[src/rtl/rn_pkg.sv]
package rn_pkg;

    localparam int BYTE_W    = 8;
    localparam int BURST_MAX = 4;
    localparam int IDX_W     = $clog2(BURST_MAX);

    typedef logic [BYTE_W-1:0] rn_byte_t;

    // Protocol codes that neighbours decode
    localparam rn_byte_t KIND_OP   = 8'h01;
    localparam rn_byte_t KIND_NEWS = 8'h02;
    localparam rn_byte_t OP_NOP    = 8'h00;

    // A short packet queued for downstream transmission
    typedef struct packed {
        logic [IDX_W:0]                 len;
        rn_byte_t [BURST_MAX-1:0]       bytes;
    } rn_burst_t;

    typedef enum logic [3:0] {
        S_IDLE     = 4'd0,
        S_GET_OP   = 4'd1,
        S_GET_ADDR = 4'd2,
        S_GET_DATA = 4'd3,
        S_FORWARD  = 4'd4,
        S_EXEC     = 4'd5,
        S_ROUTE    = 4'd6,
        S_NOP_EXEC = 4'd7,
        S_DYING    = 4'd8,
        S_HALT     = 4'd9
    } rn_state_t;

    function automatic rn_burst_t make_burst(
        input logic [IDX_W:0] n,
        input rn_byte_t       b0,
        input rn_byte_t       b1,
        input rn_byte_t       b2
    );
        rn_burst_t r;
        r.len      = n;
        r.bytes    = '0;
        r.bytes[0] = b0;
        r.bytes[1] = b1;
        r.bytes[2] = b2;
        return r;
    endfunction

endpackage

[src/rtl/rn_tx_seq.sv]
module rn_tx_seq
    import rn_pkg::*;
(
    input  logic      clk,
    input  logic      rst,
    input  logic      load,
    input  rn_burst_t burst,
    input  logic      dn_ready,
    input  logic      tx_busy,
    output logic      tx_start,
    output rn_byte_t  tx_byte,
    output logic      done,
    output logic      drop
);

    rn_burst_t        cur;
    logic             active;
    logic             gap;
    logic [IDX_W-1:0] idx;
    logic             last_byte;

    assign last_byte = ({1'b0, idx} == (cur.len - 1'b1));

    always_ff @(posedge clk) begin
        if (rst) begin
            cur      <= '0;
            active   <= 1'b0;
            gap      <= 1'b0;
            idx      <= '0;
            tx_start <= 1'b0;
            tx_byte  <= '0;
            done     <= 1'b0;
            drop     <= 1'b0;
        end else begin
            tx_start <= 1'b0;
            done     <= 1'b0;
            drop     <= 1'b0;
            if (load) begin
                cur    <= burst;
                active <= 1'b1;
                idx    <= '0;
                gap    <= 1'b0;
            end else if (active) begin
                if (gap) begin
                    // let the transmitter raise busy before the next look
                    gap <= 1'b0;
                end else if (idx != '0 && !dn_ready) begin
                    // neighbour went away mid-packet: start over from header
                    idx  <= '0;
                    drop <= 1'b1;
                end else if (dn_ready && !tx_busy) begin
                    tx_start <= 1'b1;
                    tx_byte  <= cur.bytes[idx];
                    gap      <= 1'b1;
                    if (last_byte) begin
                        active <= 1'b0;
                        done   <= 1'b1;
                    end else begin
                        idx <= idx + 1'b1;
                    end
                end
            end
        end
    end

endmodule

[src/rtl/rn_ctrl.sv]
module rn_ctrl
    import rn_pkg::*;
#(
    parameter rn_byte_t ROUTE_OP  = 8'h04,
    parameter rn_byte_t DEAD_CODE = 8'hFF
) (
    input  logic      clk,
    input  logic      rst,
    input  logic      rx_valid,
    input  rn_byte_t  rx_byte,
    input  rn_byte_t  route_addr,
    input  rn_byte_t  route_data,
    input  logic      seq_done,
    input  logic      seq_drop,
    output logic      load,
    output rn_burst_t burst,
    output logic      up_ready,
    output logic      exec_valid,
    output rn_byte_t  exec_op,
    output logic      err
);

    rn_state_t state, nxt;
    rn_byte_t  instr;
    logic      bad_kind;
    logic      illegal;

    always_comb begin
        nxt      = state;
        load     = 1'b0;
        burst    = '0;
        bad_kind = 1'b0;
        illegal  = 1'b0;
        case (state)
            S_IDLE: begin
                if (rx_valid) begin
                    if (rx_byte == KIND_OP) begin
                        nxt = S_GET_OP;
                    end else if (rx_byte == KIND_NEWS) begin
                        nxt = S_GET_ADDR;
                    end else if (rx_byte == DEAD_CODE) begin
                        load  = 1'b1;
                        burst = make_burst(3'd1, DEAD_CODE, '0, '0);
                        nxt   = S_DYING;
                    end else begin
                        bad_kind = 1'b1;
                    end
                end
            end
            S_GET_OP: begin
                if (rx_valid) begin
                    load  = 1'b1;
                    burst = make_burst(3'd2, KIND_OP, rx_byte, '0);
                    nxt   = S_FORWARD;
                end
            end
            S_FORWARD:  if (seq_done) nxt = S_EXEC;
            S_EXEC: begin
                if (instr == ROUTE_OP) begin
                    load  = 1'b1;
                    burst = make_burst(3'd3, KIND_NEWS, route_addr, route_data);
                    nxt   = S_ROUTE;
                end else begin
                    nxt = S_IDLE;
                end
            end
            S_ROUTE:    if (seq_done) nxt = S_IDLE;
            S_GET_ADDR: if (rx_valid) nxt = S_GET_DATA;
            S_GET_DATA: if (rx_valid) nxt = S_NOP_EXEC;
            S_NOP_EXEC: nxt = S_IDLE;
            S_DYING:    if (seq_done) nxt = S_HALT;
            S_HALT:     nxt = S_HALT;
            default: begin
                illegal = 1'b1;
                nxt     = S_IDLE;
            end
        endcase
    end

    always_ff @(posedge clk) begin
        if (rst) begin
            state <= S_IDLE;
            instr <= OP_NOP;
            err   <= 1'b0;
        end else begin
            state <= nxt;
            if (state == S_GET_OP && rx_valid) begin
                instr <= rx_byte;
            end
            err <= bad_kind | illegal | seq_drop;
        end
    end

    assign up_ready   = (state == S_IDLE) || (state == S_GET_OP) ||
                        (state == S_GET_ADDR) || (state == S_GET_DATA);
    assign exec_valid = (state == S_EXEC) || (state == S_NOP_EXEC);
    assign exec_op    = (state == S_EXEC) ? instr : OP_NOP;

endmodule

[src/rtl/ring_node.sv]
module ring_node
    import rn_pkg::*;
#(
    parameter rn_byte_t ROUTE_OP  = 8'h04,
    parameter rn_byte_t DEAD_CODE = 8'hFF
) (
    input  logic              clk,
    input  logic              rst,
    input  logic              rx_valid,
    input  logic [BYTE_W-1:0] rx_byte,
    output logic              up_ready,
    output logic              tx_start,
    output logic [BYTE_W-1:0] tx_byte,
    input  logic              tx_busy,
    input  logic              dn_ready,
    input  logic [BYTE_W-1:0] route_addr,
    input  logic [BYTE_W-1:0] route_data,
    output logic              exec_valid,
    output logic [BYTE_W-1:0] exec_op,
    output logic              err
);

    logic      load;
    rn_burst_t burst;
    logic      seq_done;
    logic      seq_drop;

    rn_ctrl #(
        .ROUTE_OP  (ROUTE_OP),
        .DEAD_CODE (DEAD_CODE)
    ) i_ctrl (
        .clk        (clk),
        .rst        (rst),
        .rx_valid   (rx_valid),
        .rx_byte    (rx_byte),
        .route_addr (route_addr),
        .route_data (route_data),
        .seq_done   (seq_done),
        .seq_drop   (seq_drop),
        .load       (load),
        .burst      (burst),
        .up_ready   (up_ready),
        .exec_valid (exec_valid),
        .exec_op    (exec_op),
        .err        (err)
    );

    rn_tx_seq i_seq (
        .clk      (clk),
        .rst      (rst),
        .load     (load),
        .burst    (burst),
        .dn_ready (dn_ready),
        .tx_busy  (tx_busy),
        .tx_start (tx_start),
        .tx_byte  (tx_byte),
        .done     (seq_done),
        .drop     (seq_drop)
    );

endmodule


[config.mk]
export PLATFORM = sky130hd
export DESIGN_NAME = ring_node
export DESIGN_NICKNAME = d
export VERILOG_FILES = /design/src/rtl/rn_pkg.sv /design/src/rtl/rn_tx_seq.sv /design/src/rtl/rn_ctrl.sv /design/src/rtl/ring_node.sv
export SDC_FILE = /design/constraint.sdc
export NUM_CORES = 1
export LEC_CHECK = 0
export CORE_ASPECT_RATIO = 0.6
export CORE_MARGIN = 2
export CORE_UTILIZATION = 40
export DETAILED_ROUTE_END_ITERATION = 8
export PLACE_DENSITY_LB_ADDON = 0.1
export RECOVER_POWER = 100
export SLEW_MARGIN = 20
export SYNTH_ARGS = -nofsm -noshare
export SYNTH_HDL_FRONTEND = slang
export SYNTH_SLANG_ARGS = --single-unit
[constraint.sdc]
create_clock -name clk -period 6.5 [get_ports clk]
set_input_delay 0.65 -clock clk [delete_from_list [all_inputs] [get_ports clk]]
set_output_delay 0.65 -clock clk [all_outputs]
set_load 0.03 [all_outputs]
==> Yosys cells after proc, flatten, opt, wreduce, memory -nomap -nowiden <==
Cells that the tools add are included.
{ "totals": {"ff_bits": 63, "latchBits": 0, "ramBits": 0, "romBits": 0, "out_inout_bits": 20, "word_cells": 117, "n_memories": 0} }
{ "op_classes": {"n_addsub": 2, "multipliers": 0, "n_div": 0, "order_cmp": 1, "eq_ne": 23, "n_shift": 0, "mux": 49, "bitwise_logic": 7, "n_reduce_logical": 20} }
{ "op_table": {"columns": ["operator", "n"], "rows": [
  ["35-bit two-way mux", 3],
  ["35-bit one-hot mux with 3 select lines", 1],
  ["34-bit two-way mux", 2],
  ["4-bit two-way mux", 10],
  ["4-bit one-hot mux with 9 select lines", 1],
  ["33-bit two-way mux", 1],
  ["1-bit two-way mux", 23],
  ["8-bit binary-select mux with 2-bit select", 1],
  ["4-bit by 3-bit equality test with 1-bit output (second input constant)", 4],
  ["8-bit two-way mux", 2],
  ["2-bit != test (second input constant)", 5],
  ["10-bit OR reduction", 1],
  ["4-bit by 2-bit equality test with 1-bit output (second input constant)", 2],
  ["4-bit equality test (second input constant)", 2],
  ["8-bit by 1-bit equality test with 1-bit output (second input constant)", 1],
  ["8-bit by 2-bit equality test with 1-bit output (second input constant)", 1],
  ["8-bit by 3-bit equality test with 1-bit output (second input constant)", 1],
  ["8-bit equality test (second input constant)", 1],
  ["8-bit AND reduction", 1],
  ["2-bit two-way mux", 3],
  ["2-bit by 1-bit != test with 1-bit output (second input constant)", 3],
  ["6-bit OR reduction", 1],
  ["1-bit inverter", 5],
  ["5-bit AND reduction", 1],
  ["other kinds (18)", 26]
]} }

==> Longest topological paths before layout <==
Gate-level depths: netlist (run 1).
{ "depth": {"depth_word": 8, "ltp_mapped": 7} }

==> Cells and area by module <==
Synthesis (run 1) repeated with hierarchy kept, for this count alone.
{ "unflattened": {"cells_unflattened": 346, "hier_area_um2": 3210.6} }
{ "by_module_without_submodules": {"columns": ["mod", "n_inst", "cells_per_inst", "area_per_inst_um2"], "rows": [
  ["rn_tx_seq", 1, 195, 2080.7],
  ["rn_ctrl", 1, 151, 1129.8]
]} }

==> Worst setup path before layout (run 1) <==
No wires, ideal clock.
{ "synth_path": {"path_type": "input to register", "from": "input port rx_byte[3]", "to": "register i_ctrl.state[1]", "arrival_time_ns": 2.094, "path_slack_ns": 4.322, "path_stages": 5, "path_cell_list": "or4_4 -> or3_1 -> buf_2 -> a22o_4 -> o31ai_2"} }
{ "synth_via": {"elab_chain_cells": 5, "elab_cells_between_ends": 9, "cone_classes": "eq/ne (4); mux (4); reduce/logical (1)"} }
{ "synth_rtl": {"columns": ["item", "line", "rtl"], "rows": [
  ["start, declared", "ring_node.sv:10", "input logic [BYTE_W-1:0] rx_byte,"],
  ["8-bit by 2-bit equality test with 1-bit output", "rn_ctrl.sv:39", "end else if (rx_byte == KIND_NEWS) begin"],
  ["4-bit two-way mux", "rn_ctrl.sv:39", null],
  ["4-bit two-way mux", "rn_ctrl.sv:37", "if (rx_byte == KIND_OP) begin"],
  ["4-bit two-way mux", "rn_ctrl.sv:36", "if (rx_valid) begin"],
  ["4-bit one-hot mux with 9 select lines", "rn_ctrl.sv:34", "case (state)"],
  ["end signal, assigned", "rn_ctrl.sv:86", "state <= nxt;"],
  ["end, declared", "rn_ctrl.sv:23", "rn_state_t state, nxt;"]
]} }
Parallel ways exist; a longest one is shown, timed or not. The select of a mux whose other input is x is not followed.
A chain may end at the register's enable or synchronous reset.

==> Worst setup path in the final report (run 1) <==
{ "layout_path": {"from": "register i_ctrl.state[2]", "to": "output port exec_op[6]"} }
{ "layout_via": {"elab_chain_cells": 2} }
{ "layout_rtl": {"columns": ["item", "line", "rtl"], "rows": [
  ["4-bit by 3-bit equality test with 1-bit output", "rn_ctrl.sv:97", "assign exec_op = (state == S_EXEC) ? instr : OP_NOP;"],
  ["8-bit two-way mux", "rn_ctrl.sv:97", null],
  ["end, declared", "ring_node.sv:19", "output logic [BYTE_W-1:0] exec_op,"]
]} }
No other way between the ends.

==> flow_metrics.env, run 1 <==
export IMPL_status="finished, final reports clean"
export IMPL_crit_required_ps=5850
export IMPL_worstPathBufferInverterCount=1
export IMPL_diodes=0
export IMPL_syn_area_mm2=0.00250
export IMPL_synth_seq_cells=48
export IMPL_power_mw=0.516
export IMPL_worst_path_max_fanout=17
export IMPL_grt_max_degree=48
export IMPL_area_growth_pct=21.3
export IMPL_synth_edf_count=0
export IMPL_rows=22
export IMPL_p_leak_nw=1.00
export IMPL_dr_pass1_iters=4
export IMPL_antenna_found_initial=0
export IMPL_cp_start_kind="register"
export IMPL_cts_sinks=48
export IMPL_r2r_cells=4
export IMPL_synthArstFlopShare_pct=0
export IMPL_hold_viol=0
export IMPL_synth_nets=328
export IMPL_r2r_start="i_ctrl.state[3]$_SDFFE_PP0P_"
export IMPL_h_tree_depth=2
export IMPL_wl_per_cell_um=15.9
export IMPL_die_h_um=65.2
export IMPL_numCtsBuffers=5
export IMPL_max_stage_delay_ps=740
export IMPL_start_util_pct=41.0
export IMPL_path_class="reg -> out"
export IMPL_max_slew_margin_pct=44.9
export IMPL_grt_pass1_vias=2245
export IMPL_avgSynthCellArea_um2=8.40
export IMPL_drive_above_1_share_pct=6.40
export IMPL_track_usage_pct=20.0
export IMPL_dp_cells=404
export IMPL_rsz0062_at_grt="false"
export IMPL_fp_dieW_um=106
export IMPL_synthFlopType="dfxtp_1"
export IMPL_drv_cap=0
export IMPL_ios=49
export IMPL_mostFrequentLayoutCell="dfxtp_1"
export IMPL_gp_congestion=0.757
export IMPL_grt_pass1_wl_um=11000
export IMPL_stdcell_count=412
export IMPL_detail_route_antenna_nets=0
export IMPL_final_core_util_pct=49.8
export IMPL_core_area_mm2=0.00608
export IMPL_end_kind="primary output"
export IMPL_portBuffers=48
export IMPL_cts_tree="built"
export IMPL_skew_ps=5.51
export IMPL_ff2ff_setup_slack_ps=3820
export IMPL_wl_um=6560
export IMPL_maxSlewViolCount=0
export IMPL_cts_hold_buf=0
export IMPL_num_vias=2329
export IMPL_path_clk_slew_ps=80
export IMPL_layout_common_cells="dfxtp_1 (48), nand2_1 (36), a31oi_1 (26), clkdlybuf4s50_1 (26), a21oi_1 (25)"
export IMPL_place_worst_setup_slack_ps=3560
export IMPL_crit_slowest_cell="dlygate4sd3_1"
export IMPL_postSynthCellCount=297
export IMPL_crit_chain="and4bb_1 > and2_1 > dlygate4sd3_1"
export IMPL_yosys_warnings=0
export IMPL_setup_tns_ps=0
export IMPL_viasPerCell=5.65
export IMPL_synth_area_top_cells="dfxtp_1 (38%), a31oi_1 (6.5%), nand2_1 (5.4%)"
export IMPL_yosys_area_top_type="dfxtp_1"
export IMPL_post_cts_resized=0
export IMPL_die_area_mm2=0.00691
export IMPL_crit_arrival_ps=2340
export IMPL_setup_viol=0
export IMPL_clk_latency_ps=300
export IMPL_worstHoldPathType="reg -> reg"
export IMPL_clockBufferDepth=2
export IMPL_worstMarginPinSlew_ps=824
export IMPL_fmax_mhz=334
export IMPL_synth_top_area_share_pct=38.5
export IMPL_ys_types=54
export IMPL_min_period_ps=2990
export IMPL_first_iter_violations=206
export IMPL_post_cts_buffers=0
export IMPL_crit_end="exec_op[6]"
export IMPL_grt_ovfl_total=0
export IMPL_crit_cells=3
export IMPL_ir_worst_vdd_mv=0.0818
export IMPL_cpLargestDelayFamily="buffers and inverters"
export IMPL_powerDensity_mw_per_mm2=170
export IMPL_cp_startpoint="i_ctrl.state[2]$_SDFFE_PP0P_"
export IMPL_drc_errors=0
export IMPL_setup_slack_ps=3510
export IMPL_post_dp_hpwl_um=4570
export IMPL_cts_root_buffer="clkbuf_8"
export IMPL_yosysSeqAreaShare_pct=38.5
export IMPL_r2r_end="i_seq.tx_byte[6]$_SDFFE_PP0P_"
export IMPL_nets=358
export IMPL_period_share_pct=46.0
## routing by layer
metal  wire length (µm)  GRT usage, %
met5                  0             0
met4                 34          4.11
met1               3430          29.2
met3                354          4.27
met2               2730          30.4
## kinds of logic (layout without fill, tap and decap cells)
logic type / count (synthesis) / in the layout / synth area share (%)
buffers and inverters: 38 / 69 / 8.12
multiplexers: 10 / 10 / 4.01
adder cells (fa/ha/maj): 2 / 2 / 1.00
AO/OA/AOI/OAI: 79 / 79 / 21.2
flip-flops: 48 / 48 / 38.5
XOR/XNOR: 3 / 3 / 1.05
AND/OR/NAND/NOR: 117 / 117 / 26.2
## synthesized netlist by cell type, drive strengths merged, types with 2 or more instances
cell	count
a211oi	2
a21oi	25
a311oi	8
a31oi	26
a41oi	2
and2	9
and3	2
and4	3
buf	8
clkbuf	19
dfxtp	48
dlygate4sd1	2
ha	2
inv	8
mux2i	10
nand2	36
nand2b	2
nand3	8
nand4	20
nor2	14
nor3	5
nor4	5
o21ai	4
o31ai	3
or3	2
or4	2
xnor2	3
## area by class of cell
class / count / area [µm²]
Clock buffer: 7 / 86.3
Clock inverter: 1 / 7.51
Fill cell: 611 / 3060
Inverter: 9 / 33.8
Multi-Input combinational cell: 211 / 1320
Sequential cell: 48 / 961
Tap cell: 84 / 105
Timing Repair Buffer: 52 / 510
## where the power goes
part | total (mW) | internal, mW | switching (mW)
sequential | 0.295 | 0.294 | 0.000663
clock | 0.186 | 0.0866 | 0.0995
combinational | 0.0350 | 0.0197 | 0.0152
## worst min path at each step
stage,startpoint,endpoint,slack (ps),depth (start not counted)
finish,i_seq.drop$_SDFF_PP0_,i_ctrl.err$_SDFF_PP0_,460,2
global route,i_seq.cur[21]$_SDFFE_PP0P_,i_seq.cur[21]$_SDFFE_PP0P_,490,2
CTS,i_seq.drop$_SDFF_PP0_,i_ctrl.err$_SDFF_PP0_,470,2
detailed placement,i_seq.drop$_SDFF_PP0_,i_ctrl.err$_SDFF_PP0_,450,2
global placement,i_seq.drop$_SDFF_PP0_,i_ctrl.err$_SDFF_PP0_,440,2
floorplan,i_seq.drop$_SDFF_PP0_,i_ctrl.err$_SDFF_PP0_,430,2
## flip-flops by register name, indices dropped and copies added (netlist names)
register and cells:
i_seq.tx_byte 8, i_seq.tx_start 1, i_ctrl.instr 8, i_seq.cur 20
i_seq.idx 2, i_seq.active 1, i_ctrl.state 4, i_ctrl.err 1
i_seq.drop 1, i_seq.gap 1, i_seq.done 1
## worst min-delay path, stage by stage (launching register included)
cell and delay, ps:
dfxtp_1 310, inv_1 40, a31oi_1 60
## through the flow
stage / hold slack (ps) / area (µm²)
floorplan: 425 / 2500
global placement: 444 / 2950
detailed placement: 454 / 2950
CTS: 467 / 3040
global route: 491 / 3030
finish: 460 / 3030
Power figures use the tool's default switching activity.
==> run 2: changes to the inputs <==
==> constraint.sdc (replaced) <==
create_clock -name clk -period 2.95 [get_ports clk]
set_input_delay 0.295 -clock clk [delete_from_list [all_inputs] [get_ports clk]]
set_output_delay 0.295 -clock clk [all_outputs]
set_load 0.03 [all_outputs]
==> run 2 against run 1 <==
Via count up 1.5%. Critical path depth is the same. Routed wire length decreased by 0.73%. Total power increased by 120%. Setup slack got worse by 3100 ps. Largest cell class unchanged. Critical path type unchanged. Cell count rose by 1.5%. Hold slack gained 0.92 ps. Clock power increased by 130%. Global-route usage is 0.40 points lower. Sequential share of layout area shrank 0.53 points.
==> flow_metrics.env, run 2 (synthesized netlist as in run 1, its figures left out) <==
export IMPL_status="finished, final reports clean"
export IMPL_p_leak_nw=1.05
export IMPL_largest_reg_flops=20
export IMPL_r2r_cells=5
export IMPL_path_class="reg -> out"
export IMPL_path_clk_slew_ps=90
export IMPL_cts_hold_buf=0
export IMPL_setup_tns_ps=0
export IMPL_worst_path_max_fanout=11
export IMPL_die_area_mm2=0.00691
export IMPL_max_slew_margin_pct=37.9
export IMPL_rows=22
export IMPL_diodes=0
export IMPL_die_h_um=65.2
export IMPL_min_period_ps=2570
export IMPL_ff2ff_setup_slack_ps=420
export IMPL_track_usage_pct=19.6
export IMPL_reg_largest_list="i_seq.cur x20, i_ctrl.instr x8, i_seq.tx_byte x8"
export IMPL_hold_slack_ps=461
export IMPL_end_kind="primary output"
export IMPL_wl_um=6510
export IMPL_layout_common_cells="dfxtp_1 (48), nand2_1 (36), clkdlybuf4s50_1 (27)"
export IMPL_min_path_cells=2
export IMPL_start_util_pct=41.0
export IMPL_h_tree_depth=2
export IMPL_setup_viol=0
export IMPL_clockBufferDepth=2
export IMPL_num_vias=2365
export IMPL_worstMarginPinSlew_ps=931
export IMPL_cts_sinks=48
export IMPL_worstHoldPathType="reg -> reg"
export IMPL_min_from="i_seq.drop$_SDFF_PP0_"
export IMPL_cp_start_kind="register"
export IMPL_period_share_pct=87.2
export IMPL_grt_pass1_vias=2142
export IMPL_hold_viol=0
export IMPL_area_growth_pct=23.4
export IMPL_ir_worst_vdd_mv=0.163
export IMPL_ios=49
export IMPL_cts_tree="built"
export IMPL_nets=364
export IMPL_fp_dieW_um=106
export IMPL_clk_latency_ps=310
export IMPL_cts_root_buffer="clkbuf_8"
export IMPL_gp_congestion=0.802
export IMPL_maxSlewViolCount=0
export IMPL_detail_route_antenna_nets=0
export IMPL_numCtsBuffers=5
export IMPL_wl_per_cell_um=15.6
export IMPL_top_register="i_seq.cur"
export IMPL_antenna_found_initial=0
export IMPL_min_to="i_ctrl.err$_SDFF_PP0_"
export IMPL_post_cts_buffers=0
export IMPL_first_iter_violations=153
export IMPL_drive_above_1_share_pct=8.08
export IMPL_mostFrequentLayoutCell="dfxtp_1"
export IMPL_drv_cap=0
export IMPL_r2r_start="i_ctrl.state[3]$_SDFFE_PP0P_"
export IMPL_grt_max_degree=33
export IMPL_r2r_end="i_seq.tx_byte[1]$_SDFFE_PP0P_"
export IMPL_drc_errors=0
export IMPL_grt_ovfl_total=0
export IMPL_dr_pass1_iters=5
export IMPL_crit_arrival_ps=2280
export IMPL_fmax_mhz=389
export IMPL_post_dp_hpwl_um=4540
export IMPL_portBuffers=48
export IMPL_powerDensity_mw_per_mm2=376
export IMPL_post_cts_resized=0
export IMPL_core_area_mm2=0.00608
export IMPL_rsz0062_at_grt="false"
export IMPL_skew_ps=7.39
export IMPL_crit_required_ps=2650
export IMPL_grt_pass1_wl_um=10700
export IMPL_viasPerCell=5.66
[run 2: changes by cell type in the layout (fill, tap and decap cells not counted)]
| cell | before | now |
|---|---|---|
| buf_4 | 4 | 8 |
| and4_1 | 1 | 2 |
| and4_2 | 2 | 1 |
| clkbuf_1 | 1 | 2 |
| clkdlybuf4s50_1 | 26 | 27 |
| clkinvlp_4 | 1 | 2 |
| dlygate4sd3_1 | 22 | 21 |
| nand4_1 | 20 | 19 |
| nand4_2 | 0 | 1 |
| o31ai_1 | 3 | 2 |
| o31ai_2 | 0 | 1 |
[run 2: power breakdown]
part | switching [mW] | total [mW] | internal [mW] | leakage [nW]
Clock | 0.239 | 0.430 | 0.190 | 0.0434
Sequential | 0.00136 | 0.650 | 0.649 | 0.387
Combinational | 0.0334 | 0.0774 | 0.0441 | 0.617
Total | 0.274 | 1.16 | 0.883 | 1.05
[run 2: routing by layer]
layer  vias to the layer above  routed length, µm  global-route usage (%)
met5                         -                  0                       0
met3                         4                351                    4.37
met1                      1116               3520                    29.6
met4                         0                 40                    4.44
li1                       1177                  -                       -
met2                        68               2590                    28.1
[run 2: worst max-delay path by stage]
stage                                 startpoint                             to  cells after the start
finish              i_ctrl.state[0]$_SDFFE_PP0P_                     exec_op[6]                      3
global placement                        dn_ready  i_seq.tx_byte[0]$_SDFFE_PP0P_                      5
detailed placement                      dn_ready  i_seq.tx_byte[5]$_SDFFE_PP0P_                      5
global route        i_ctrl.state[3]$_SDFFE_PP0P_  i_seq.tx_byte[1]$_SDFFE_PP0P_                      5
floorplan              i_seq.idx[0]$_SDFFE_PP0P_      i_seq.idx[0]$_SDFFE_PP0P_                      6
CTS                 i_ctrl.state[0]$_SDFFE_PP0P_                     exec_op[5]                      3
[run 2: per-stage QoR]
step	total power, mW	instance area (µm²)	util (%)	worst slack [ps]	std cells
3_3_place_gp	0.743	2990	49.2	544	410
2_1_floorplan	0.695	2500	-	875	297
6_report	1.16	3080	50.6	378	418
5_1_grt	1.20	3080	50.6	202	418
4_1_cts	1.16	3090	50.8	505	418
3_5_place_dp	0.743	2990	49.2	420	410
[run 2: area by class of cell]
cell class | instances | area, µm²
clock inverters | 2 | 15.0
fillers | 596 | 3000
well taps | 84 | 105
multi-input cells | 211 | 1330
flip-flops and latches | 48 | 961
repair buffers | 58 | 548
inverters | 9 | 33.8
clock buffers | 6 | 82.6
[run 2: worst max-delay path: stages, from the launching register on]
cell and delay, ps:
dfxtp_1 590, and4bb_1 450, and2_1 180, dlygate4sd3_1 740
